**src/rtl/supply_guard_pkg.sv**
```systemverilog
`timescale 1ns/1ps
package supply_guard_pkg;

  typedef enum logic [1:0] {
    SG_NORMAL  = 2'd0,
    SG_PROTECT = 2'd1,
    SG_BATTERY = 2'd2,
    SG_RECOVER = 2'd3
  } sg_state_e;

  typedef struct packed {
    logic rst_n;
    logic ram_block;
    logic reg_inhibit;
    logic bat_sel;
    logic out_en;
  } sg_ctl_t;

  function automatic sg_ctl_t sg_decode(sg_state_e s);
    sg_ctl_t c;
    c.rst_n       = 1'b0;
    c.ram_block   = 1'b1;
    c.reg_inhibit = 1'b1;
    c.bat_sel     = 1'b0;
    c.out_en      = 1'b1;
    case (s)
      SG_NORMAL: begin
        c.rst_n       = 1'b1;
        c.ram_block   = 1'b0;
        c.reg_inhibit = 1'b0;
      end
      SG_BATTERY: begin
        c.bat_sel = 1'b1;
        c.out_en  = 1'b0;
      end
      default: ;
    endcase
    return c;
  endfunction

endpackage

```
**src/rtl/sg_sync.sv**
```systemverilog
`timescale 1ns/1ps
module sg_sync #(
  parameter int          W       = 2,
  parameter int          STAGES  = 2,
  parameter logic [W-1:0] RST_VAL = '0
) (
  input  logic         clk,
  input  logic         rst,
  input  logic [W-1:0] d_i,
  output logic [W-1:0] q_o
);

  logic [W-1:0] stg_q [STAGES];

  always_ff @(posedge clk) begin
    if (rst) begin
      for (int i = 0; i < STAGES; i++) stg_q[i] <= RST_VAL;
    end else begin
      stg_q[0] <= d_i;
      for (int i = 1; i < STAGES; i++) stg_q[i] <= stg_q[i-1];
    end
  end

  assign q_o = stg_q[STAGES-1];

endmodule

```
**src/rtl/sg_rec_timer.sv**
```systemverilog
`timescale 1ns/1ps
module sg_rec_timer #(
  parameter int REC_CYCLES = 20_000_000
) (
  input  logic clk,
  input  logic rst,
  input  logic run_i,
  output logic done_o
);

  localparam int            CW   = (REC_CYCLES < 2) ? 1 : $clog2(REC_CYCLES + 1);
  localparam logic [CW-1:0] LAST = CW'(REC_CYCLES - 1);

  logic [CW-1:0] cnt_q;

  always_ff @(posedge clk) begin
    if (rst)        cnt_q <= '0;
    else if (run_i) cnt_q <= cnt_q + 1'b1;
    else            cnt_q <= '0;
  end

  assign done_o = run_i && (cnt_q == LAST);


  cnt_in_range_chk: assert property (@(posedge clk) disable iff (rst)
    run_i |-> (cnt_q <= LAST));

endmodule

```
**src/rtl/sg_out_stage.sv**
```systemverilog
`timescale 1ns/1ps
module sg_out_stage
  import supply_guard_pkg::*;
(
  input  logic      clk,
  input  logic      rst,
  input  sg_state_e cur_i,
  input  sg_state_e nxt_i,
  output sg_ctl_t   ctl_o,
  output logic      halt_o
);

  sg_ctl_t ctl_q;
  logic    halt_q;

  always_ff @(posedge clk) begin
    if (rst) begin
      ctl_q  <= sg_decode(SG_PROTECT);
      halt_q <= 1'b0;
    end else begin
      ctl_q  <= sg_decode(nxt_i);
      halt_q <= (nxt_i == SG_RECOVER) && (cur_i != SG_RECOVER);
    end
  end

  assign ctl_o  = ctl_q;
  assign halt_o = halt_q;


  halt_single_chk: assert property (@(posedge clk) disable iff (rst)
    halt_q |=> !halt_q);

endmodule

```
**src/rtl/supply_guard.sv**
```systemverilog
`timescale 1ns/1ps
module supply_guard
  import supply_guard_pkg::*;
#(
  parameter int REC_CYCLES  = 20_000_000,
  parameter int SYNC_STAGES = 2
) (
  input  logic clk,
  input  logic rst,
  input  logic vcc_fail_i,
  input  logic vcc_batt_i,
  output logic sys_rst_n_o,
  output logic ram_ce_block_o,
  output logic reg_inhibit_o,
  output logic bat_sel_o,
  output logic out_en_o,
  output logic halt_set_o
);

  localparam int FAIL_B = 0;
  localparam int BATT_B = 1;

  logic [1:0] flags_s;
  logic       fail_s, batt_s, rec_done;
  sg_state_e  state_q, state_d;
  sg_ctl_t    ctl;

  sg_sync #(.W(2), .STAGES(SYNC_STAGES), .RST_VAL(2'b01)) u_sync (
    .clk (clk),
    .rst (rst),
    .d_i ({vcc_batt_i, vcc_fail_i}),
    .q_o (flags_s)
  );

  assign fail_s = flags_s[FAIL_B];
  assign batt_s = flags_s[BATT_B];

  sg_rec_timer #(.REC_CYCLES(REC_CYCLES)) u_timer (
    .clk    (clk),
    .rst    (rst),
    .run_i  (state_q == SG_RECOVER),
    .done_o (rec_done)
  );

  always_comb begin
    state_d = state_q;
    case (state_q)
      SG_PROTECT: begin
        if (batt_s)       state_d = SG_BATTERY;
        else if (!fail_s) state_d = SG_RECOVER;
      end
      SG_BATTERY: begin
        if (!batt_s) state_d = SG_PROTECT;
      end
      SG_RECOVER: begin
        if (batt_s)        state_d = SG_BATTERY;
        else if (fail_s)   state_d = SG_PROTECT;
        else if (rec_done) state_d = SG_NORMAL;
      end
      default: begin
        if (batt_s)      state_d = SG_BATTERY;
        else if (fail_s) state_d = SG_PROTECT;
      end
    endcase
  end

  always_ff @(posedge clk) begin
    if (rst) state_q <= SG_PROTECT;
    else     state_q <= state_d;
  end

  sg_out_stage u_out (
    .clk    (clk),
    .rst    (rst),
    .cur_i  (state_q),
    .nxt_i  (state_d),
    .ctl_o  (ctl),
    .halt_o (halt_set_o)
  );

  assign sys_rst_n_o    = ctl.rst_n;
  assign ram_ce_block_o = ctl.ram_block;
  assign reg_inhibit_o  = ctl.reg_inhibit;
  assign bat_sel_o      = ctl.bat_sel;
  assign out_en_o       = ctl.out_en;


  fail_protects_chk: assert property (@(posedge clk) disable iff (rst)
    fail_s |=> (!sys_rst_n_o && ram_ce_block_o && reg_inhibit_o));


  batt_tristate_chk: assert property (@(posedge clk) disable iff (rst)
    batt_s |=> (bat_sel_o && !out_en_o && !sys_rst_n_o));


  release_from_recover_chk: assert property (@(posedge clk) disable iff (rst)
    $rose(sys_rst_n_o) |-> ($past(state_q) == SG_RECOVER));


  normal_open_chk: assert property (@(posedge clk) disable iff (rst)
    (state_q == SG_NORMAL) |-> (!fail_s || $past(fail_s) == 1'b0 || !sys_rst_n_o)
                               && out_en_o && !bat_sel_o);

endmodule

```
**config.mk**
```make
export PLATFORM = sky130hd
export DESIGN_NAME = supply_guard
export DESIGN_NICKNAME = d
export VERILOG_FILES = /design/src/rtl/supply_guard_pkg.sv /design/src/rtl/sg_sync.sv /design/src/rtl/sg_rec_timer.sv /design/src/rtl/sg_out_stage.sv /design/src/rtl/supply_guard.sv
export SDC_FILE = /design/constraint.sdc
export NUM_CORES = 1
export LEC_CHECK = 0
export BUFFER_PORTS_ARGS = -buffer_cell sky130_fd_sc_hd__clkbuf_2
export CAP_MARGIN = 20
export CORE_MARGIN = 2
export CORE_UTILIZATION = 50
export CTS_CLUSTER_DIAMETER = 200
export DETAILED_ROUTE_END_ITERATION = 10
export PLACE_DENSITY = 0.81
export SYNTH_ARGS = -nofsm -noshare
export SYNTH_HDL_FRONTEND = slang
export SYNTH_SLANG_ARGS = --single-unit
```
**constraint.sdc**
```tcl
create_clock -name clk -period 1.5 [get_ports clk]
set_input_delay 0.3 -clock clk [delete_from_list [all_inputs] [get_ports clk]]
set_output_delay 0.3 -clock clk [all_outputs]
set_load 0.01 [all_outputs]
```
==> key figures <==
Status
  • Status: complete, but fails checks
  • Failing checks: setup timing

Flow run
  • Max Cap Viol: 0

Power
  • Total Power: 1.51 mW
  • Leak: 0.739 nW
  • PwrDens: 734 mW/mm²
  • Max VDD drop: 0.714 mV

Synth
  • Asr flop ratio synth: 0%
  • Commonest cells in the synthesized netlist: dfxtp_1 (36), nor2_1 (16), a21oi_1 (13)
  • Post-synthesis cell count: 162
  • Post-Synthesis Net Count: 167
  • Avg Cell Area, Syn: 9.24 µm²
  • Synth top area share: 48.2%
  • Yosys reg bits: 36
  • Area leader, netlist: dfxtp_1
  • Distinct cells, synth: 33
  • Post-Synthesis Cell Area: 0.00150 mm²
  • Top post-synthesis cells by area: dfxtp_1 (48%), xor2_1 (5.3%), o31ai_1 (4.5%)
  • Ys Warns: 0
  • Main flop type after synthesis: dfxtp_1
  • Post-synth EDFFs: 0
  • Register area share after synthesis: 48.2%
  • Top-count cell post-synth: dfxtp_1

Setup path
  • Worst Path Required: 1.72 ns
  • R2r setup slk: -0.08 ns
  • Endpoint class of the critical path: register
  • Crit path kind: reg2reg
  • Crit path top cell by count: buf_4
  • CP max stage delay: 0.35 ns
  • Setup crit start kind: register
  • Slowest stage cell, crit path: dfxtp_1
  • Worst-path cell chain: and4_4 -> nand3_2 -> buf_4 -> buf_4 -> o31ai_1 -> a21oi_1
  • WP data arrival: 1.80 ns
  • Critical Path Fanout Max: 6

CTS
  • CTS max path bufs: 2
  • Cts bufs inserted: 5
  • CTS HTree Levels: 2
  • CTS clk-pin slew, worst paths: 0.11 ns
  • Root buf cell: clkbuf_4
  • Worst skew pair latency: 0.35 ns
  • CTS sink count: 36
  • CTS tree: yes

Drt
  • WL/cell: 16.5 µm
  • Via count: 1448
  • Final ANT Viol Nets: 0
  • DRC: 0
  • Final WL: 3940 µm
  • Via density: 6.06
  • Pre-antenna DRT Iters: 4
  • 1st-iter DRT viols: 59

Timing
  • Final setup margin: -0.0821 ns
  • Worst slew pin tran: 0.578 ns
  • RSZ-0062 raised after global routing: yes
  • Slew Limit Fails: 0
  • Slew margin rel.: 61.4%
  • Crit path time final: 1.58 ns
  • Fin. Hold Viols: 0
  • Max Freq: 632 MHz
  • Setup Viol. Count Final: 7
  • Clock skew: 0.00985 ns
  • Tcrit/Tclk final: 105%

Floorplan
  • Die ar.: 0.00345 mm²
  • Core area: 0.00281 mm²
  • Row count: 19
  • DIE HEIGHT: 58.7 µm
  • DIE WIDTH: 58.7 µm
  • Initial core utilization: 53.3%
  • # IOs: 10

Place
  • Post-DP HPWL: 2340 µm
  • Setup WS pre-CTS: -0.119 ns
  • IO buf count: 9
  • GPL Wtd Cong: 0.774
  • Area after DPL: 0.00176 mm²

Cells and area
  • Share of layout cells above drive strength 1: 47.1%
  • Area growth syn-to-layout: 37.7%
  • Fin area: 0.00206 mm²
  • Antenna diodes: 0
  • # nets final: 212

Global route
  • Largest net degree at the start of global routing: 25
  • GRT Util Overall: 23.6%
  • Vias in the first global route: 1400
  • First-pass GRT wire length: 6020 µm
  • Gr ovfl total: 0
  • Initial antenna violation count: 0

Min path
  • Tightest Hold Check Type: in2reg
## area by class of cell
| type | count | area, µm² |
|---|---|---|
| Sequential cell | 36 | 739 |
| Timing Repair Buffer | 45 | 330 |
| Tap cell | 31 | 38.8 |
| Fill cell | 203 | 744 |
| Clock inverter | 3 | 18.8 |
| Inverter | 4 | 15.0 |
| Multi-Input combinational cell | 115 | 881 |
| Clock buffer | 5 | 37.5 |
## cell families (layout without fill, tap and decap cells)
family          after synthesis  in the layout  share of synthesized area [%]
simple gates                 73             74                           29.3
buf+inv                      12             57                           3.93
compound gates               29             29                           11.4
flops                        36             36                           48.2
fa+ha+maj                     1              1                          0.836
xor+xnor                     11             11                           6.44
## metrics by stage
step | setup TNS (ns) | hold WS, ns | cells | util [%]
after floorplan | -0.0150 | 0.389 | 162 | -
after global placement | -0.183 | 0.392 | 222 | 62.8
after detailed placement | -1.01 | 0.417 | 222 | 62.8
after CTS | -0.0441 | 0.133 | 237 | 68.4
after global routing | -0.987 | 0.153 | 239 | 73.5
final | -0.220 | 0.144 | 239 | 73.5
## final timing paths
path | start | end | cells past startpoint
worst max-delay path | u_timer.cnt_q[12] | u_timer.cnt_q[17] | 6
worst min-delay path | vcc_fail_i | u_sync.stg_q[0][0] | 2
worst max register to register | u_timer.cnt_q[12] | u_timer.cnt_q[17] | 6
worst min register to register | u_sync.stg_q[0][0] | u_sync.stg_q[0][2] | 1
## worst max-delay path, delay by kind of cell (launching register included)
| family | cells | cell delay (ns) |
|---|---|---|
| compound gates | 2 | 0.36 |
| buf+inv | 2 | 0.31 |
| flops | 1 | 0.35 |
| simple gates | 2 | 0.42 |
## flip-flops by register name, indices dropped and copies added, names as in the netlist
signal / flops
state_q: 2
u_sync.stg_q: 4
u_timer.cnt_q: 25
u_out.halt_o: 1
u_out.ctl_o: 4
## timing repair
| item | CTS | global route |
|---|---|---|
| hold buffers | 0 | 0 |
| gates cloned | 0 | 1 |
| pin swaps | 8 | 8 |
| gates resized for setup | 14 | 30 |
| buffers inserted | 7 | 1 |
| setup endpoints to repair | 16 | 17 |
## report_power, final
part | internal, mW | total, mW | switching [mW]
Combinational | 0.0120 | 0.0321 | 0.0201
Clock | 0.180 | 0.515 | 0.335
Sequential | 0.960 | 0.966 | 0.00582
Total | 1.15 | 1.51 | 0.361
## layer usage
metal	track usage [%]	part of all wire, %
met1	25.6	38
met2	42.2	53
met3	6.59	6.5
met4	11.4	3.2
met5	0	0
## layout by cell type, fill, tap and decap left out, types with 2 or more instances in the layout
cell type | synthesis | layout
and4_4 | 2 | 5
and2_1 | 2 | 2
or4_4 | 0 | 4
xor2_1 | 9 | 9
nor2_1 | 16 | 16
nand3_4 | 0 | 2
o21ai_0 | 4 | 4
or4_1 | 8 | 4
clkbuf_4 | 0 | 5
or3_1 | 5 | 2
clkinv_2 | 0 | 2
nand2_1 | 9 | 9
dfxtp_2 | 0 | 6
clkbuf_2 | 0 | 9
or3_4 | 0 | 3
a21oi_2 | 0 | 7
dfxtp_4 | 0 | 3
nor2b_1 | 2 | 2
o31ai_1 | 9 | 5
inv_1 | 4 | 4
o31ai_2 | 0 | 4
a21oi_1 | 13 | 6
dfxtp_1 | 36 | 27
nand3_1 | 8 | 8
buf_4 | 1 | 32
buf_6 | 1 | 4
o21ai_1 | 2 | 2
or2_2 | 3 | 3
nand4_1 | 5 | 5
(Power assumes the default switching activity.)
